`src/rtl/bcd_cnt_pkg.sv`:
```
package bcd_cnt_pkg;

    localparam int DIGIT_W = 4;
    localparam int RADIX   = 10;

    typedef logic [DIGIT_W-1:0] digit_t;

    localparam digit_t DIGIT_LAST = digit_t'(RADIX - 1);

    // Control seen by one digit stage
    typedef struct packed {
        logic clear;
        logic enable;
    } stage_ctl_t;

    function automatic digit_t digit_advance(input digit_t d);
        digit_t n;
        if (d == DIGIT_LAST) n = '0;
        else                 n = d + digit_t'(1);
        return n;
    endfunction

    function automatic logic digit_is_last(input digit_t d);
        return d == DIGIT_LAST;
    endfunction

endpackage

```
`src/rtl/bcd_terminal_detect.sv`:
```
module bcd_terminal_detect
    import bcd_cnt_pkg::*;
(
    input  digit_t value,
    input  logic   enable,
    output logic   tc
);

    always_comb begin
        tc = enable & digit_is_last(value);
    end

endmodule

```
`src/rtl/bcd_digit_stage.sv`:
```
module bcd_digit_stage
    import bcd_cnt_pkg::*;
(
    input  logic       clk,
    input  logic       rst,
    input  stage_ctl_t ctl,
    output digit_t     value,
    output logic       tc
);

    digit_t value_q;

    always_ff @(posedge clk) begin
        if (rst || ctl.clear) begin
            value_q <= '0;
        end else if (ctl.enable) begin
            value_q <= digit_advance(value_q);
        end
    end

    assign value = value_q;

    bcd_terminal_detect u_tc (
        .value  (value_q),
        .enable (ctl.enable),
        .tc     (tc)
    );

endmodule

```
`src/rtl/bcd_enable_chain.sv`:
```
module bcd_enable_chain
    import bcd_cnt_pkg::*;
#(
    parameter int NUM_DIGITS = 2,
    localparam int VAL_W     = NUM_DIGITS * DIGIT_W
) (
    input  logic                  cnt_en,
    input  logic                  clr,
    input  logic [VAL_W-1:0]      values,
    output logic [NUM_DIGITS-1:0] stage_en
);

    // Stage i may advance when the block is enabled, not clearing,
    // and every stage below it sits at its last value.
    always_comb begin
        logic run;
        run = cnt_en & ~clr;
        for (int i = 0; i < NUM_DIGITS; i++) begin
            stage_en[i] = run;
            run = run & digit_is_last(values[i*DIGIT_W +: DIGIT_W]);
        end
    end

endmodule

```
`src/rtl/bcd_cascade_counter.sv`:
```
module bcd_cascade_counter
    import bcd_cnt_pkg::*;
#(
    parameter int NUM_DIGITS = 2,
    localparam int OUT_W     = NUM_DIGITS * DIGIT_W
) (
    input  logic             clk,
    input  logic             rst,
    input  logic             clr,
    input  logic             cnt_en,
    output logic [OUT_W-1:0] bcd_out,
    output logic             carry_out
);

    logic [OUT_W-1:0]      values;
    logic [NUM_DIGITS-1:0] stage_en;
    logic [NUM_DIGITS-1:0] stage_tc;

    bcd_enable_chain #(.NUM_DIGITS(NUM_DIGITS)) u_chain (
        .cnt_en   (cnt_en),
        .clr      (clr),
        .values   (values),
        .stage_en (stage_en)
    );

    for (genvar i = 0; i < NUM_DIGITS; i++) begin : g_digit
        stage_ctl_t ctl;
        digit_t     val;

        assign ctl.clear  = clr;
        assign ctl.enable = stage_en[i];

        bcd_digit_stage u_stage (
            .clk   (clk),
            .rst   (rst),
            .ctl   (ctl),
            .value (val),
            .tc    (stage_tc[i])
        );

        assign values[i*DIGIT_W +: DIGIT_W] = val;
    end

    assign bcd_out   = values;
    assign carry_out = stage_tc[NUM_DIGITS-1];

endmodule

```
`config.mk`:
```
export PLATFORM = sky130hd
export DESIGN_NAME = bcd_cascade_counter
export DESIGN_NICKNAME = d
export VERILOG_FILES = /design/src/rtl/bcd_cnt_pkg.sv /design/src/rtl/bcd_terminal_detect.sv /design/src/rtl/bcd_digit_stage.sv /design/src/rtl/bcd_enable_chain.sv /design/src/rtl/bcd_cascade_counter.sv
export SDC_FILE = /design/constraint.sdc
export NUM_CORES = 1
export LEC_CHECK = 0
export ABC_AREA = 1
export CAP_MARGIN = 0
export CORE_UTILIZATION = 25
export CTS_BUF_LIST = sky130_fd_sc_hd__clkbuf_4 sky130_fd_sc_hd__clkbuf_8 sky130_fd_sc_hd__clkbuf_16
export CTS_CLUSTER_SIZE = 8
export DETAILED_ROUTE_END_ITERATION = 8
export GPL_ROUTABILITY_DRIVEN = 0
export HOLD_SLACK_MARGIN = 0.03
export PLACE_DENSITY_LB_ADDON = 0.25
export SYNTH_ARGS = -nofsm -noshare
export SYNTH_HDL_FRONTEND = slang
export SYNTH_HIERARCHICAL = 1
export SYNTH_SLANG_ARGS = --single-unit
```
`constraint.sdc`:
```
create_clock -name clk -period 5 [get_ports clk]
set_clock_uncertainty 0.2 [all_clocks]
set_input_delay 1.25 -clock clk [delete_from_list [all_inputs] [get_ports clk]]
set_output_delay 1.25 -clock clk [all_outputs]
set_load 0.1 [all_outputs]
```
==> results.py, run 1 <==
metrics = {
    "clock_tree": {
        "cts.path.max_buffers": 2,
        "clock_latency_ns": 0.25,
        "clkSlewWorstSetupHoldPaths_ns": 0.06,
        "h-tree-depth": 1,
        "cts_tree": "done",
        "cts_root_buffer": "clkbuf_4",
        "cts_made_buffers": 3,
        "post_cts_buffers": 0,
        "cts_num_sinks": 8,
        "cts_resized": 0,
        "cts_hold_buf": 0,
    },
    "grt": {
        "use_met1_pct": 15.7,
        "grtUsageMet3_pct": 1.63,
        "grt_usage_pct": 11.1,
        "grt_pass1_wl_um": 1610,
        "grt_max_degree": 8,
        "antenna_found_initial": 0,
        "grt-ovfl-total": 0,
        "grt_pass1_vias": 374,
        "grt_use_met2_pct": 14.7,
        "grt.busiest_layer": "met1",
    },
    "power_and_ir_drop": {
        "total_leakage_power_nw": 0.246,
        "powerDensity_mw_per_mm2": 204,
        "peakVddDrop_mv": 0.0732,
        "total_power_mw": 0.126,
    },
    "synth": {
        "syn_area_per_cell_um2": 6.35,
        "syn_area_um2": 444,
        "synthesis.nets": 74,
        "syn_inst": 70,
        "yosysWarnings": 6,
    },
    "layout": {
        "num_antenna_cells": 0,
        "final_net_count": 91,
        "final_cell_area_um2": 617,
        "mostFrequentLayoutCells": "inv_1 (16), nand2_1 (13), nor2_1 (11), clkdlybuf4s50_1 (11), dfxtp_1 (8)",
        "drive_gt1_share_pct": 15.3,
        "final_common_cell": "inv_1",
        "layout.cells.non_filler": 101,
        "areaGrowthSynthToFinish_pct": 38.9,
        "largest_reg_flops": 8,
    },
    "timing": {
        "setup_viol_count_final": 0,
        "max_freq_mhz": 237,
        "setup_tns_ns": 0,
        "fin_crit_ns": 4.21,
        "finalCritPeriodShare_pct": 84.2,
        "rsz0062_at_grt": "no",
        "worst-slew-pin-transition_ns": 0.970,
        "slew_headroom_pct": 35.1,
        "final_hold_viol_count": 0,
        "report.final.slew_viol_count": 0,
    },
    "outcome": {
        "run_status": "finished, final reports clean",
    },
    "routing": {
        "vias_per_cell": 4.73,
        "wire_per_inst_um": 9.67,
        "wirelength_um": 977,
        "remaining_drc_errors": 0,
        "dr.pass1.iters": 6,
        "drtIter0Drc": 14,
        "num_vias": 478,
        "postRouteAntennaNets": 0,
    },
    "worst_hold_path": {
        "hp-class": "reg -> reg",
    },
    "placement": {
        "placedCellCount": 98,
        "port_buffers": 12,
        "placed_area_um2": 594,
        "dp_hpwl_um": 729,
    },
    "worst_setup_path": {
        "path_class": "in -> out",
        "cp-end-kind": "output pin",
        "cp_data_required_time_ns": 3.55,
        "cp_data_arrival_time_ns": 2.76,
        "crit_path_end": "carry_out",
        "r2r-end": "g_digit[1].u_stage/value[1]$_SDFFE_PP0P_",
        "reg2reg_slack_ns": 3.35,
        "crit_start": "clr",
        "crit_path_max_fanout": 5,
        "regToRegStartpoint": "g_digit[0].u_stage/value[2]$_SDFFE_PP0P_",
        "reg2reg_depth": 7,
        "crit_path_start_kind": "primary input",
    },
    "flow_run": {
        "drv_cap": 0,
    },
    "floorplanning": {
        "start_util_pct": 28.2,
        "fp.dieH_um": 44.2,
        "io_pins": 13,
        "die_x_um": 44.2,
        "rows": 14,
        "dieArea_mm2": 0.00195,
        "core-area_mm2": 0.00158,
    },
}
how the worst min path moves through the flow:
stage                                             start                                        to  slack (ns)  cells past startpoint
2_1_floorplan  g_digit[0].u_stage/value[2]$_SDFFE_PP0P_  g_digit[0].u_stage/value[2]$_SDFFE_PP0P_        0.75                      2
3_3_place_gp   g_digit[0].u_stage/value[2]$_SDFFE_PP0P_  g_digit[0].u_stage/value[2]$_SDFFE_PP0P_        0.33                      2
3_5_place_dp   g_digit[0].u_stage/value[1]$_SDFFE_PP0P_  g_digit[0].u_stage/value[1]$_SDFFE_PP0P_        0.33                      2
4_1_cts        g_digit[0].u_stage/value[1]$_SDFFE_PP0P_  g_digit[0].u_stage/value[1]$_SDFFE_PP0P_        0.34                      2
5_1_grt        g_digit[0].u_stage/value[2]$_SDFFE_PP0P_  g_digit[0].u_stage/value[2]$_SDFFE_PP0P_        0.38                      2
6_report       g_digit[1].u_stage/value[2]$_SDFFE_PP0P_  g_digit[1].u_stage/value[2]$_SDFFE_PP0P_        0.34                      2
worst max-delay path: stages:
cell and delay [ns]:
clkdlybuf4s50_1 0.45, nor2_2 0.23, nand2_1 0.07, nor2_1 0.31, nand3_2 0.12, nor2_2 0.14
buf_12 0.19
report_power, final:
group / switching [mW] / internal [mW]
registers: 0.000521 / 0.0641
logic: 0.00605 / 0.00389
clock network: 0.0236 / 0.0276
total: 0.0301 / 0.0956
layout make-up:
cell class              count  area (um^2)
fillers                   171          960
multi-input cells          46          224
flip-flops and latches      8          160
repair buffers             12          130
inverters                  16         60.1
clock buffers               3         22.5
well taps                  16         20.0
layer usage:
metal,vias to the layer above,wire [um]
met3,4,58
met5,-,0
met2,21,427
met1,210,468
met4,0,22
li1,243,-
per-stage QoR:
step / util [%] / worst slack [ns] / hold WS (ns)
6_report: 39.1 / 0.789 / 0.344
5_1_grt: 39.1 / 0.704 / 0.383
4_1_cts: 39.1 / 0.785 / 0.343
3_5_place_dp: 37.7 / 0.793 / 0.330
3_3_place_gp: 37.7 / 0.840 / 0.331
2_1_floorplan: - / 0.883 / 0.745
(Power assumes the default switching activity.)
==> inputs of run 2 (changes only) <==
clock period = 3.8 ns   (was 5 ns; I/O delays follow)
==> run 2 against run 1 <==
  * Non-clock buffer count increased by 1
  * Utilization decreased by 0.79 points
  * Sequential power increased by 32%
  * Critical endpoint unchanged
  * Worst hold slack about the same
  * Routed wire length increased by 1.9%
  * Count of clock-buffer cells in the layout unchanged
  * Setup slack got worse by 0.43 ns
  * Cell count increased by 0.99%
  * Critical path type unchanged
  * Sequential cell count unchanged
  * Combinational power increased by 33%
==> results.py, run 2 (synthesis results as in run 1) <==
metrics = {
    "worst_setup_path": {
        "reg2reg_slack_ns": 2.22,
        "cp_data_required_time_ns": 2.65,
        "path_class": "in -> out",
        "cp_data_arrival_time_ns": 2.29,
        "crit_path_max_fanout": 5,
        "crit_path_start_kind": "primary input",
        "cp-end-kind": "output pin",
    },
    "clock_tree": {
        "cts_hold_buf": 0,
        "cts.path.max_buffers": 2,
        "cts_resized": 0,
        "clock_latency_ns": 0.25,
        "cts_root_buffer": "clkbuf_4",
        "h-tree-depth": 1,
        "cts_made_buffers": 3,
        "clkSlewWorstSetupHoldPaths_ns": 0.06,
        "cts_num_sinks": 8,
        "cts_tree": "done",
        "post_cts_buffers": 0,
    },
    "power_and_ir_drop": {
        "total_leakage_power_nw": 0.267,
        "total_power_mw": 0.167,
        "powerDensity_mw_per_mm2": 277,
        "peakVddDrop_mv": 0.103,
    },
    "routing": {
        "wirelength_um": 996,
        "highest_layer": "met4",
        "vias_per_cell": 4.51,
        "wl_met3_um": 34,
        "num_vias": 460,
        "postRouteAntennaNets": 0,
        "wire_per_inst_um": 9.76,
        "dr.pass1.iters": 6,
        "routed-wl-met2_um": 413,
        "remaining_drc_errors": 0,
        "wl_met1_um": 533,
        "drtIter0Drc": 13,
    },
    "floorplanning": {
        "dieArea_mm2": 0.00195,
        "io_pins": 13,
        "die_x_um": 44.2,
        "fp.dieH_um": 44.2,
        "rows": 14,
        "core-area_mm2": 0.00158,
        "start_util_pct": 28.2,
    },
    "timing": {
        "worst_slack_ns": 0.356,
        "report.final.slew_viol_count": 0,
        "setup_tns_ns": 0,
        "holdWs_ns": 0.344,
        "max_freq_mhz": 290,
        "fin_crit_ns": 3.44,
        "final_hold_viol_count": 0,
        "rsz0062_at_grt": "no",
        "slew_headroom_pct": 79.5,
        "finalCritPeriodShare_pct": 90.6,
        "worst-slew-pin-transition_ns": 0.306,
        "setup_viol_count_final": 0,
    },
    "grt": {
        "grt-ovfl-total": 0,
        "grt_pass1_vias": 379,
        "grt_usage_pct": 11.8,
        "grt_pass1_wl_um": 1610,
        "antenna_found_initial": 0,
        "grt_max_degree": 8,
    },
    "placement": {
        "dp_hpwl_um": 735,
        "port_buffers": 12,
        "pre_cts_ws_ns": 0.351,
        "placed_area_um2": 582,
    },
    "layout": {
        "num_antenna_cells": 0,
        "nFillCells": 184,
        "final_cell_area_um2": 604,
        "final_net_count": 92,
        "areaGrowthSynthToFinish_pct": 36.1,
        "final_common_cell": "inv_1",
        "largest_reg_flops": 8,
        "drive_gt1_share_pct": 25.6,
        "mostFrequentLayoutCells": "inv_1 (16), nand2_1 (13), nor2_1 (11)",
    },
    "flow_run": {
        "drv_cap": 0,
    },
    "outcome": {
        "run_status": "finished, final reports clean",
    },
    "worst_hold_path": {
        "hp-class": "reg -> reg",
    },
}
-- run 2: worst paths after layout --
path,start,to,depth (start not counted)
hold / removal,g_digit[1].u_stage/value[2]$_SDFFE_PP0P_,g_digit[1].u_stage/value[2]$_SDFFE_PP0P_,2
hold reg to reg,g_digit[1].u_stage/value[2]$_SDFFE_PP0P_,g_digit[1].u_stage/value[2]$_SDFFE_PP0P_,2
setup reg to reg,g_digit[0].u_stage/value[0]$_SDFFE_PP0P_,g_digit[1].u_stage/value[3]$_SDFFE_PP0P_,10
setup / recovery,clr,carry_out,7
-- run 2: cell type report --
class                      instances  area (um^2)  area share [%]
inverter                          16         60.1            9.94
sequential                         8          160            26.5
clock buffer                       3         22.5            3.73
timing repair buffer              13          118            19.5
multi-input combinational         46          224            37.1
tap                               16         20.0            3.31
-- run 2: critical path: stages --
cell	delay, ns
clkdlybuf4s50_1	0.45
nor2_2	0.24
nand2_1	0.08
nor2_1	0.16
nand3_2	0.10
nor2_2	0.13
buf_12	0.19
-- run 2: routing by layer --
layer	vias to the layer above	GRT usage (%)
met5	-	0
li1	247	-
met1	199	16.7
met2	12	14.4
met3	2	2.45
met4	0	10.9
-- run 2: where the power goes --
group | internal [mW] | total [mW] | switching, mW
clock network | 0.0364 | 0.0690 | 0.0326
logic | 0.00497 | 0.0132 | 0.00826
registers | 0.0843 | 0.0850 | 0.000713
total | 0.126 | 0.167 | 0.0416
-- run 2: stage by stage --
step	instances	util (%)
2_1_floorplan	70	-
3_3_place_gp	99	36.9
3_5_place_dp	99	36.9
4_1_cts	102	38.3
5_1_grt	102	38.3
6_report	102	38.3
